<file path="config.mk">
export PLATFORM = sky130hd
export DESIGN_NAME = mac_hilo_unit
export DESIGN_NICKNAME = d
export VERILOG_FILES = /design/src/rtl/mac_pkg.sv /design/src/rtl/mac_decode.sv /design/src/rtl/mac_opchk.sv /design/src/rtl/mac_mult.sv /design/src/rtl/mac_accum.sv /design/src/rtl/mac_hilo_unit.sv
export SDC_FILE = /design/constraint.sdc
export NUM_CORES = 2
export LEC_CHECK = 0
export ABC_AREA = 1
export ABC_CLOCK_PERIOD_IN_PS = 4580
export BUFFER_PORTS_ARGS = -buffer_cell sky130_fd_sc_hd__buf_2
export CORE_ASPECT_RATIO = 1.5
export CORE_MARGIN = 2
export CORE_UTILIZATION = 55
export CTS_CLUSTER_SIZE = 16
export DETAILED_ROUTE_END_ITERATION = 10
export PLACE_DENSITY = 0.73
export SLEW_MARGIN = 20
export SYNTH_ARGS = -nofsm -noshare
export SYNTH_HDL_FRONTEND = slang
export SYNTH_SLANG_ARGS = --single-unit
export TNS_END_PERCENT = 5
</file>
<file path="constraint.sdc">
create_clock -name clk -period 4.58 [get_ports clk]
set_clock_uncertainty 0.2 [all_clocks]
set_input_delay 0.458 -clock clk [delete_from_list [all_inputs] [get_ports clk]]
set_output_delay 0.458 -clock clk [all_outputs]
set_load 0.03 [all_outputs]
</file>
<file path="src/rtl/mac_pkg.sv">
package mac_pkg;
   typedef struct packed {
      logic acc;
      logic hisel;
      logic uns;
      logic sat;
      logic sub;
      logic shrt;
      logic dbl;
   } mac_mode_t;
endpackage

</file>
<file path="src/rtl/mac_decode.sv">
module mac_decode
   import mac_pkg::*;
#(
   parameter int INSN_W = 32,
   parameter int IDX_W  = 5
) (
   input  logic [INSN_W-1:0] insn,
   output mac_mode_t         mode,
   output logic [IDX_W-1:0]  dest,
   output logic              hit
);
   logic is_zero_major;
   logic class_a;
   logic class_b;
   logic unused_fields;

   assign is_zero_major = (insn[31:26] == 6'b0);
   assign class_a = is_zero_major && (insn[5:1] == 5'b10100) && (insn[8:7] == 2'b00);
   assign class_b = is_zero_major && (insn[5:1] == 5'b01100) && !insn[10] && insn[6];
   assign unused_fields = ^insn[25:16];

   always_comb begin
      mode = '0;
      hit  = class_a || class_b;
      dest = insn[15:11];
      if (class_a) begin
         mode.acc   = 1'b1;
         mode.hisel = insn[9];
         mode.uns   = insn[6];
         mode.sat   = insn[10];
         mode.shrt  = insn[10];
         mode.dbl   = insn[0];
      end else if (class_b) begin
         mode.acc   = insn[8];
         mode.sub   = insn[7];
         mode.hisel = insn[9];
         mode.uns   = insn[0];
      end
   end
endmodule

</file>
<file path="src/rtl/mac_opchk.sv">
module mac_opchk #(
   parameter int DATA_W  = 64,
   parameter int SHORT_W = 16
) (
   input  logic [DATA_W-1:0] a,
   input  logic [DATA_W-1:0] b,
   input  logic              uns,
   input  logic              shrt,
   output logic              bad
);
   localparam int HALF_W = DATA_W / 2;

   function automatic logic canon(input logic [DATA_W-1:0] v, input logic u, input logic s);
      logic [DATA_W-1:0] ref_v;
      if (!s)
         ref_v = {{(DATA_W-HALF_W){v[HALF_W-1]}}, v[HALF_W-1:0]};
      else if (u)
         ref_v = {{(DATA_W-SHORT_W){1'b0}}, v[SHORT_W-1:0]};
      else
         ref_v = {{(DATA_W-SHORT_W){v[SHORT_W-1]}}, v[SHORT_W-1:0]};
      return v == ref_v;
   endfunction

   assign bad = !canon(a, uns, shrt) || !canon(b, uns, shrt);
endmodule

</file>
<file path="src/rtl/mac_mult.sv">
module mac_mult #(
   parameter int DATA_W = 64
) (
   input  logic [DATA_W-1:0] a,
   input  logic [DATA_W-1:0] b,
   input  logic              uns,
   output logic [DATA_W-1:0] prod
);
   localparam int HALF_W = DATA_W / 2;

   logic [DATA_W-1:0] xa;
   logic [DATA_W-1:0] xb;
   logic              unused_upper;

   assign unused_upper = ^{a[DATA_W-1:HALF_W], b[DATA_W-1:HALF_W]};
   assign xa = uns ? {{HALF_W{1'b0}}, a[HALF_W-1:0]} : {{HALF_W{a[HALF_W-1]}}, a[HALF_W-1:0]};
   assign xb = uns ? {{HALF_W{1'b0}}, b[HALF_W-1:0]} : {{HALF_W{b[HALF_W-1]}}, b[HALF_W-1:0]};
   assign prod = xa * xb;
endmodule

</file>
<file path="src/rtl/mac_accum.sv">
module mac_accum
   import mac_pkg::*;
#(
   parameter int DATA_W = 64
) (
   input  mac_mode_t         mode,
   input  logic [DATA_W-1:0] hi,
   input  logic [DATA_W-1:0] lo,
   input  logic [DATA_W-1:0] prod,
   output logic [DATA_W-1:0] nxt_hi,
   output logic [DATA_W-1:0] nxt_lo
);
   localparam int HALF_W = DATA_W / 2;
   localparam logic [DATA_W-1:0] S_MAX = {{(HALF_W+1){1'b0}}, {(HALF_W-1){1'b1}}};
   localparam logic [DATA_W-1:0] S_MIN = {{(HALF_W+1){1'b1}}, {(HALF_W-1){1'b0}}};

   logic [DATA_W-1:0] lhs;
   logic [DATA_W-1:0] raw;
   logic [DATA_W-1:0] res;
   logic              s_fit;
   logic              u_fit;

   always_comb begin
      if (!mode.acc)     lhs = '0;
      else if (mode.dbl) lhs = lo;
      else               lhs = {hi[HALF_W-1:0], lo[HALF_W-1:0]};
   end

   assign raw   = mode.sub ? (lhs - prod) : (lhs + prod);
   assign s_fit = (raw == {{HALF_W{raw[HALF_W-1]}}, raw[HALF_W-1:0]});
   assign u_fit = ~|raw[DATA_W-1:HALF_W];

   always_comb begin
      res = raw;
      if (mode.sat && !mode.uns && !s_fit) res = raw[DATA_W-1] ? S_MIN : S_MAX;
      if (mode.sat &&  mode.uns && !u_fit) res = '1;
   end

   assign nxt_lo = mode.dbl ? res : {{HALF_W{res[HALF_W-1]}}, res[HALF_W-1:0]};
   assign nxt_hi = mode.dbl ? hi  : {{HALF_W{res[DATA_W-1]}}, res[DATA_W-1:HALF_W]};
endmodule

</file>
<file path="src/rtl/mac_hilo_unit.sv">
module mac_hilo_unit
   import mac_pkg::*;
#(
   parameter int DATA_W      = 64,
   parameter int SHORT_W     = 16,
   parameter int IDX_W       = 5,
   parameter int INSN_W      = 32,
   parameter bit HAS_DECODER = 1'b0
) (
   input  logic              clk,
   input  logic              rst_n,
   input  logic              op_valid,
   input  logic [INSN_W-1:0] insn_i,
   input  logic              acc_en,
   input  logic              hi_sel,
   input  logic              uns_en,
   input  logic              sat_en,
   input  logic              sub_en,
   input  logic              short_en,
   input  logic              dbl_en,
   input  logic [IDX_W-1:0]  dest_i,
   input  logic [DATA_W-1:0] src_a,
   input  logic [DATA_W-1:0] src_b,
   output logic [DATA_W-1:0] hi_o,
   output logic [DATA_W-1:0] lo_o,
   output logic              wr_en_o,
   output logic [IDX_W-1:0]  wr_idx_o,
   output logic [DATA_W-1:0] wr_data_o,
   output logic              bad_op_o
);
   localparam int HALF_W = DATA_W / 2;

   if (DATA_W % 2 != 0) begin : g_w_even
      $error("DATA_W must be even");
   end
   if (SHORT_W < 1 || SHORT_W >= HALF_W) begin : g_w_short
      $error("SHORT_W must lie below half of DATA_W");
   end
   if (HAS_DECODER && (INSN_W != 32 || IDX_W != 5)) begin : g_w_dec
      $error("decoder variant needs a 32-bit word and 5-bit index");
   end

   mac_mode_t         mode;
   logic [IDX_W-1:0]  dest;
   logic              hit;
   logic              bad_c;
   logic              fire;
   logic [DATA_W-1:0] prod;
   logic [DATA_W-1:0] nxt_hi;
   logic [DATA_W-1:0] nxt_lo;

   if (HAS_DECODER) begin : g_dec
      logic unused_flags;
      assign unused_flags = ^{acc_en, hi_sel, uns_en, sat_en, sub_en, short_en, dbl_en, dest_i};
      mac_decode #(.INSN_W(INSN_W), .IDX_W(IDX_W)) dec_i (
         .insn (insn_i),
         .mode (mode),
         .dest (dest),
         .hit  (hit)
      );
   end else begin : g_flags
      logic unused_insn;
      assign unused_insn = ^insn_i;
      assign mode = '{acc: acc_en, hisel: hi_sel, uns: uns_en, sat: sat_en,
                      sub: sub_en, shrt: short_en, dbl: dbl_en};
      assign dest = dest_i;
      assign hit  = 1'b1;
   end

   mac_opchk #(.DATA_W(DATA_W), .SHORT_W(SHORT_W)) chk_i (
      .a    (src_a),
      .b    (src_b),
      .uns  (mode.uns),
      .shrt (mode.shrt),
      .bad  (bad_c)
   );

   mac_mult #(.DATA_W(DATA_W)) mul_i (
      .a    (src_a),
      .b    (src_b),
      .uns  (mode.uns),
      .prod (prod)
   );

   mac_accum #(.DATA_W(DATA_W)) acc_i (
      .mode   (mode),
      .hi     (hi_o),
      .lo     (lo_o),
      .prod   (prod),
      .nxt_hi (nxt_hi),
      .nxt_lo (nxt_lo)
   );

   assign fire = op_valid && hit && !bad_c;

   always_ff @(posedge clk or negedge rst_n) begin
      if (!rst_n) begin
         hi_o      <= '0;
         lo_o      <= '0;
         wr_en_o   <= 1'b0;
         wr_idx_o  <= '0;
         wr_data_o <= '0;
         bad_op_o  <= 1'b0;
      end else begin
         if (fire) begin
            hi_o <= nxt_hi;
            lo_o <= nxt_lo;
         end
         wr_en_o   <= fire && (dest != '0);
         wr_idx_o  <= dest;
         wr_data_o <= mode.hisel ? nxt_hi : nxt_lo;
         bad_op_o  <= op_valid && hit && bad_c;
      end
   end


   dbl_hi_hold_chk: assert property (@(posedge clk) disable iff (!rst_n)
      (fire && mode.dbl) |=> (hi_o == $past(hi_o)));

   split_lo_ext_chk: assert property (@(posedge clk) disable iff (!rst_n)
      (fire && !mode.dbl) |=> (lo_o == {{HALF_W{lo_o[HALF_W-1]}}, lo_o[HALF_W-1:0]}));

   sat_signed_fit_chk: assert property (@(posedge clk) disable iff (!rst_n)
      (fire && mode.sat && !mode.uns && !mode.dbl) |=> (hi_o == {DATA_W{lo_o[HALF_W-1]}}));

   sat_unsigned_chk: assert property (@(posedge clk) disable iff (!rst_n)
      (fire && mode.sat && mode.uns && mode.dbl) |=> (&lo_o || ~|lo_o[DATA_W-1:HALF_W]));

   bad_no_update_chk: assert property (@(posedge clk) disable iff (!rst_n)
      bad_op_o |-> (!wr_en_o && hi_o == $past(hi_o) && lo_o == $past(lo_o)));

   wr_nonzero_chk: assert property (@(posedge clk) disable iff (!rst_n)
      wr_en_o |-> (wr_idx_o != '0));

   wr_source_chk: assert property (@(posedge clk) disable iff (!rst_n)
      wr_en_o |-> (wr_data_o == hi_o || wr_data_o == lo_o));
endmodule

</file>
* Yosys cells after proc, flatten, opt, wreduce, memory -nomap -nowiden
Index checks and enable logic that the tools add are counted.
** Storage, ports and cells
- Register bits after elaboration :: 199
- Input bits :: 175
- Output and inout bits :: 199
- Word-level logic and storage cells :: 42
** Operators by class
- Add/subtract/negate cells :: 2
- Multiply operators :: 1
- Equality and inequality tests :: 3
- Mux-type cells :: 15
- Reductions and logical operators :: 15
** Operator list (number)
- $mux W64 :: 15
- $eq A64 B64 Y1 :: 2
- $add A64 B64 Y64 :: 1
- $mul A64 B64 Y64 :: 1
- $sub A64 B64 Y64 :: 1
- $eq A32 B32 Y1 :: 1
- $reduce_or A32 Y1 :: 1
- $logic_and A1 B1 Y1 :: 7
- $logic_not A1 Y1 :: 5
- $reduce_bool A5 Y1 :: 1
- $logic_or A1 B1 Y1 :: 1

* Longest topological paths before layout
- Depth in word-level cells :: 11
- Depth in mapped cells :: 77
- Gate-level depth less buffers :: 74

* By module
A second synthesis with hierarchy kept.
** Second synthesis, totals
- Cells, all modules :: 9608
- Area, all modules :: 69497.9 µm²
** Modules (own cells, without submodules)
- mac_mult :: instances 1, cells each 6103, area an instance 49811.5 µm²
- mac_accum :: instances 1, cells each 2546, area an instance 11462.2 µm²
- mac_hilo_unit :: instances 1, cells each 764, area an instance 7442.1 µm²
- mac_opchk :: instances 1, cells each 195, area an instance 782.0 µm²

* Worst setup path after synthesis
Ideal clock, no wire load.
- Path kind :: input to register
- From :: input port src_a[31]
- To :: register wr_data_o[43]
- Library setup time :: 0.117 ns
- Data arrival time :: 11.318 ns
- Required time :: 4.263 ns
- Slack :: -7.054 ns
- Stages :: 62
- Path buffers :: 4
- Cell sequence :: buf_2 -> inv_1 -> nor2_1 -> clkbuf_1 -> nand2_1 -> fa_1 -> fa_1 -> inv_1 -> fa_1 -> inv_1 -> fa_1 -> inv_1 -> fa_1 -> inv_1 -> fa_1 -> inv_1 -> fa_1 -> inv_1 -> (+26 left out) -> nor2_1 -> nor2_1 -> nand2_1 -> nand2_1 -> nand2_1 -> nand2_1 -> nor2_1 -> nand2_1 -> nor3_1 -> nand2_1 -> o211ai_2 -> buf_6 -> nand3_4 -> nand2_4 -> buf_8 -> nand2_1 -> nand2_1 -> nand2_1
** Between the ends
- Cells in the longest elaborated chain, start to end :: 11
- Elaborated cells on any way between the ends :: 16
- Those cells by class :: add/sub: 2; mul: 1; eq/ne: 1; mux: 8; reduce/logical: 4
** RTL lines
- start, declared :: line mac_hilo_unit.sv:22 : input logic [DATA_W-1:0] src_a,
- $mux W64 (*) :: line mac_mult.sv:16 : assign xa = uns ? {{HALF_W{1'b0}}, a[HALF_W-1:0]} : {{HALF_W{a[HALF_W-1]}}, a[HALF_W-1:0]};
- $mul A64 B64 Y64 (*) :: line mac_mult.sv:18 : assign prod = xa * xb;
- $add A64 B64 Y64 / $sub A64 B64 Y64 (equally long branches) :: line mac_accum.sv:29 : assign raw = mode.sub ? (lhs - prod) : (lhs + prod);
- $mux W64 (*) :: line mac_accum.sv:29
- $eq A32 B32 Y1 :: line mac_accum.sv:30 : assign s_fit = (raw == {{HALF_W{raw[HALF_W-1]}}, raw[HALF_W-1:0]});
- $logic_not A1 Y1 :: line mac_accum.sv:35 : if (mode.sat && !mode.uns && !s_fit) res = raw[DATA_W-1] ? S_MIN : S_MAX;
- $logic_and A1 B1 Y1 :: line mac_accum.sv:35
- $mux W64 :: line mac_accum.sv:35
- $mux W64 (*) :: line mac_accum.sv:36 : if (mode.sat && mode.uns && !u_fit) res = '1;
- $mux W64, on equally long branches :: line mac_accum.sv:39, mac_accum.sv:40
- $mux W64 (*) :: line mac_hilo_unit.sv:111 : wr_data_o <= mode.hisel ? nxt_hi : nxt_lo;
- end signal, assigned :: line mac_hilo_unit.sv:111
- end, declared :: line mac_hilo_unit.sv:28 : output logic [DATA_W-1:0] wr_data_o,
Every way passes the cells marked *; elsewhere a longest branch is shown, timed or not.
A chain may end at the register's enable or synchronous reset.

* Final worst setup path
- From :: input port src_a[13]
- To :: register wr_data_o[6]
Same word-level chain as after synthesis.

==> flow_summary_export.csv <==
group,metric,value,unit
logic_synthesis,yosysTopAreaCell,"fa_1",
setup_path,worst-path-buf-inv,17,
logic_synthesis,synthTopCellsByArea,"fa_1 (42%), nand2_1 (16%), inv_1 (15%), dfrtp_1 (7.2%), ha_1 (6.5%)",
timing,rsz0062_at_grt,"true",
global_route,grt_max_degree,122,
setup_path,cp_max_fo,15,
timing,hold_ws,39.22,ps
setup_path,arrival,12550,ps
timing,final-setup-viol-count,192,
logic_synthesis,ys_types,51,
clocking,clk-insertion-delay-late,490,ps
timing,tightest_slew,1024,ps
logic_synthesis,synthArstFlopShare,100.0,%
route,first_pass_iters,6,
clocking,path_clk_slew,90,ps
route,drtAntennaViolNets,0,
clocking,cts_buffers,17,
finish,final_cell_mix,"nand2_1 (2797), inv_1 (2774), buf_4 (1600)",
route,wl_per_cell,21.37,um
timing,slew_headroom,31.72,%
clocking,tritoncts,"done",
logic_synthesis,netlist_area,0.06920,mm2
global_route,antenna_found_initial,20,
setup_path,cpPeakStageDelay,550,ps
timing,period_share,269.4,%
timing,fin_crit,12340,ps
floorplan,core,0.1249,mm2
clocking,cts.sinks,199,
hold_path,hp-class,"input pin to register",
timing,slew_viol_final,0,
logic_synthesis,ys_warn_count,0,
logic_synthesis,synth_edf_count,0,
status,outcome,"complete, but fails checks",
timing,clock.fmax,81.04,MHz
setup_path,cp-start-kind,"input pin",
floorplan,die_area,0.1287,mm2
route,vias,68021,
floorplan,initial_utilization,55.38,%
finish,final_core_util,71.96,%
logic_synthesis,synth_flop_cell,"dfrtp_1",
logic_synthesis,syn-num-nets,11548,
setup_path,path_delay_family,"adder cells",
placement,port_buffers,341,
timing,hold_violations,0,
route,wirelength,276900,um
setup_path,end_kind,"register",
finish,fin_cells,12956,
route,drc_errors,0,
floorplan,rows,159,
setup_path,path_common_cell,"fa_1",
finish,final_layout_size_suffix_gt1_share,24.73,%
logic_synthesis,ys_seq_area_share,7.197,%
placement,dp.cells,12774,
job,cap_violations,0,
clocking,root_buffer,"clkbuf_16",
timing,fin_tns_setup,-1462330,ps
finish,fin_nets,13300,
clocking,h-tree-depth,4,
floorplan,io_pins,374,
global_route,grt_pass1_wl,421200,um
global_route,grt-ovfl-total,0,
setup_path,timing_worst_setup_path_type,"input pin to register",
route,dr.first_iter.drc_count,4526,
floorplan,die_y,438.4,um
route,via_per_inst,5.250,
setup_path,required,4790,ps
logic_synthesis,netlist.area_leader.share,41.72,%
logic_synthesis,avgSynthCellArea,7.228,um2
timing,worst_slack,-7759,ps
clocking,ctsLongestPathBuffers,2,
global_route,grt_pass1_vias,73803,
status,violations,"setup timing",
logic_synthesis,postSynthCellCount,9573,
finish,syn_to_final_growth,29.92,%
placement,finalWeightedCongestion,1.120,
logic_synthesis,synth-seq-cells,199,
placement,hpwl,236300,um
floorplan,die_w,293.6,um
global_route,grt_usage,44.20,%
finish,mostFrequentLayoutCell,"nand2_1",
setup_path,cpMaxStageDelayCell,"fa_1",
## per-stage QoR
stage | instance area [um2] | setup slack, ps
2_1_floorplan | 70250 | -6327
3_3_place_gp | 85060 | -9624
3_5_place_dp | 85060 | -9566
4_1_cts | 88540 | -7374
5_1_grt | 89880 | -8116
6_report | 89900 | -7759
## worst reg2reg max path, delay by kind of cell (launching register included)
kind            cells  cell delay [ps]
flops               1              390
simple gates       21             2820
compound gates      2              220
fa+ha+maj           1              370
buf+inv             8             1050
## flip-flops by register name (all words and copies together), names as in the netlist
| signal | flops |
|---|---|
| lo_o | 64 |
| wr_en_o | 1 |
| hi_o | 64 |
| wr_idx_o | 5 |
| wr_data_o | 64 |
| bad_op_o | 1 |
## cells by family after synthesis
kind of cell               Yosys count  share of synthesized area, %
and+or+nand+nor                   3931                         22.91
buffers and inverters             3175                         17.41
adders and majority gates         1800                         48.19
AOI/OAI and AO/OA                  335                         2.557
DFF                                199                         7.197
xor gates and xnor gates           133                         1.738
## final timing paths
| kind | start | to | slack [ps] | cells after the start |
|---|---|---|---|---|
| min | op_valid | bad_op_o | 40 | 3 |
| max reg2reg | hi_o[0] | wr_data_o[6] | -570 | 32 |
| max | src_a[13] | wr_data_o[6] | -7760 | 67 |
| min reg2reg | lo_o[36] | lo_o[36] | 320 | 2 |
| min in group asynchronous | rst_n | wr_data_o[10] | 310 | 2 |
| max in group asynchronous | rst_n | hi_o[51] | 2730 | 3 |
## repair_timing
item,4_1_cts,5_1_grt
setup buffers,87,44
setup endpoints to repair,192,192
resized for setup,522,305
gates cloned,6,2
endpoints found under the hold margin,52,0
pin swaps,205,193
hold buffers,6,0
## Yosys cell counts (all sizes together), types with 33 or more instances
library cell,number
ha,358
dfrtp,199
nor3,43
inv,2834
nand2,3053
nor4,33
nand3,282
clkbuf,285
xor2,97
nor2,368
xnor2,36
buf,52
fa,1442
a21oi,150
o21ai,150
nand4,112
## area by class of cell
cell class                      instances  area [um2]
Timing Repair Buffer                 2072       16290
Multi-Input combinational cell       6199       55290
Inverter                             2836       10660
Clock buffer                           17       425.4
Sequential cell                       199        4980
Clock inverter                         15       225.2
Antenna cell                            8       20.02
Tap cell                             1610        2014
Fill cell                           10112       35030
## metal layers
layer | share of wire (%) | track usage [%] | vias to the layer above
li1 | - | - | 30607
met1 | 30 | 41.92 | 32933
met2 | 50 | 77.51 | 3140
met3 | 7.5 | 10.37 | 1321
met4 | 12 | 42.57 | 20
met5 | 0.045 | 0 | -
Power is left out: the tool's default activity adds up to more than one toggle a clock period on the data nets, which glitch-free logic cannot reach.
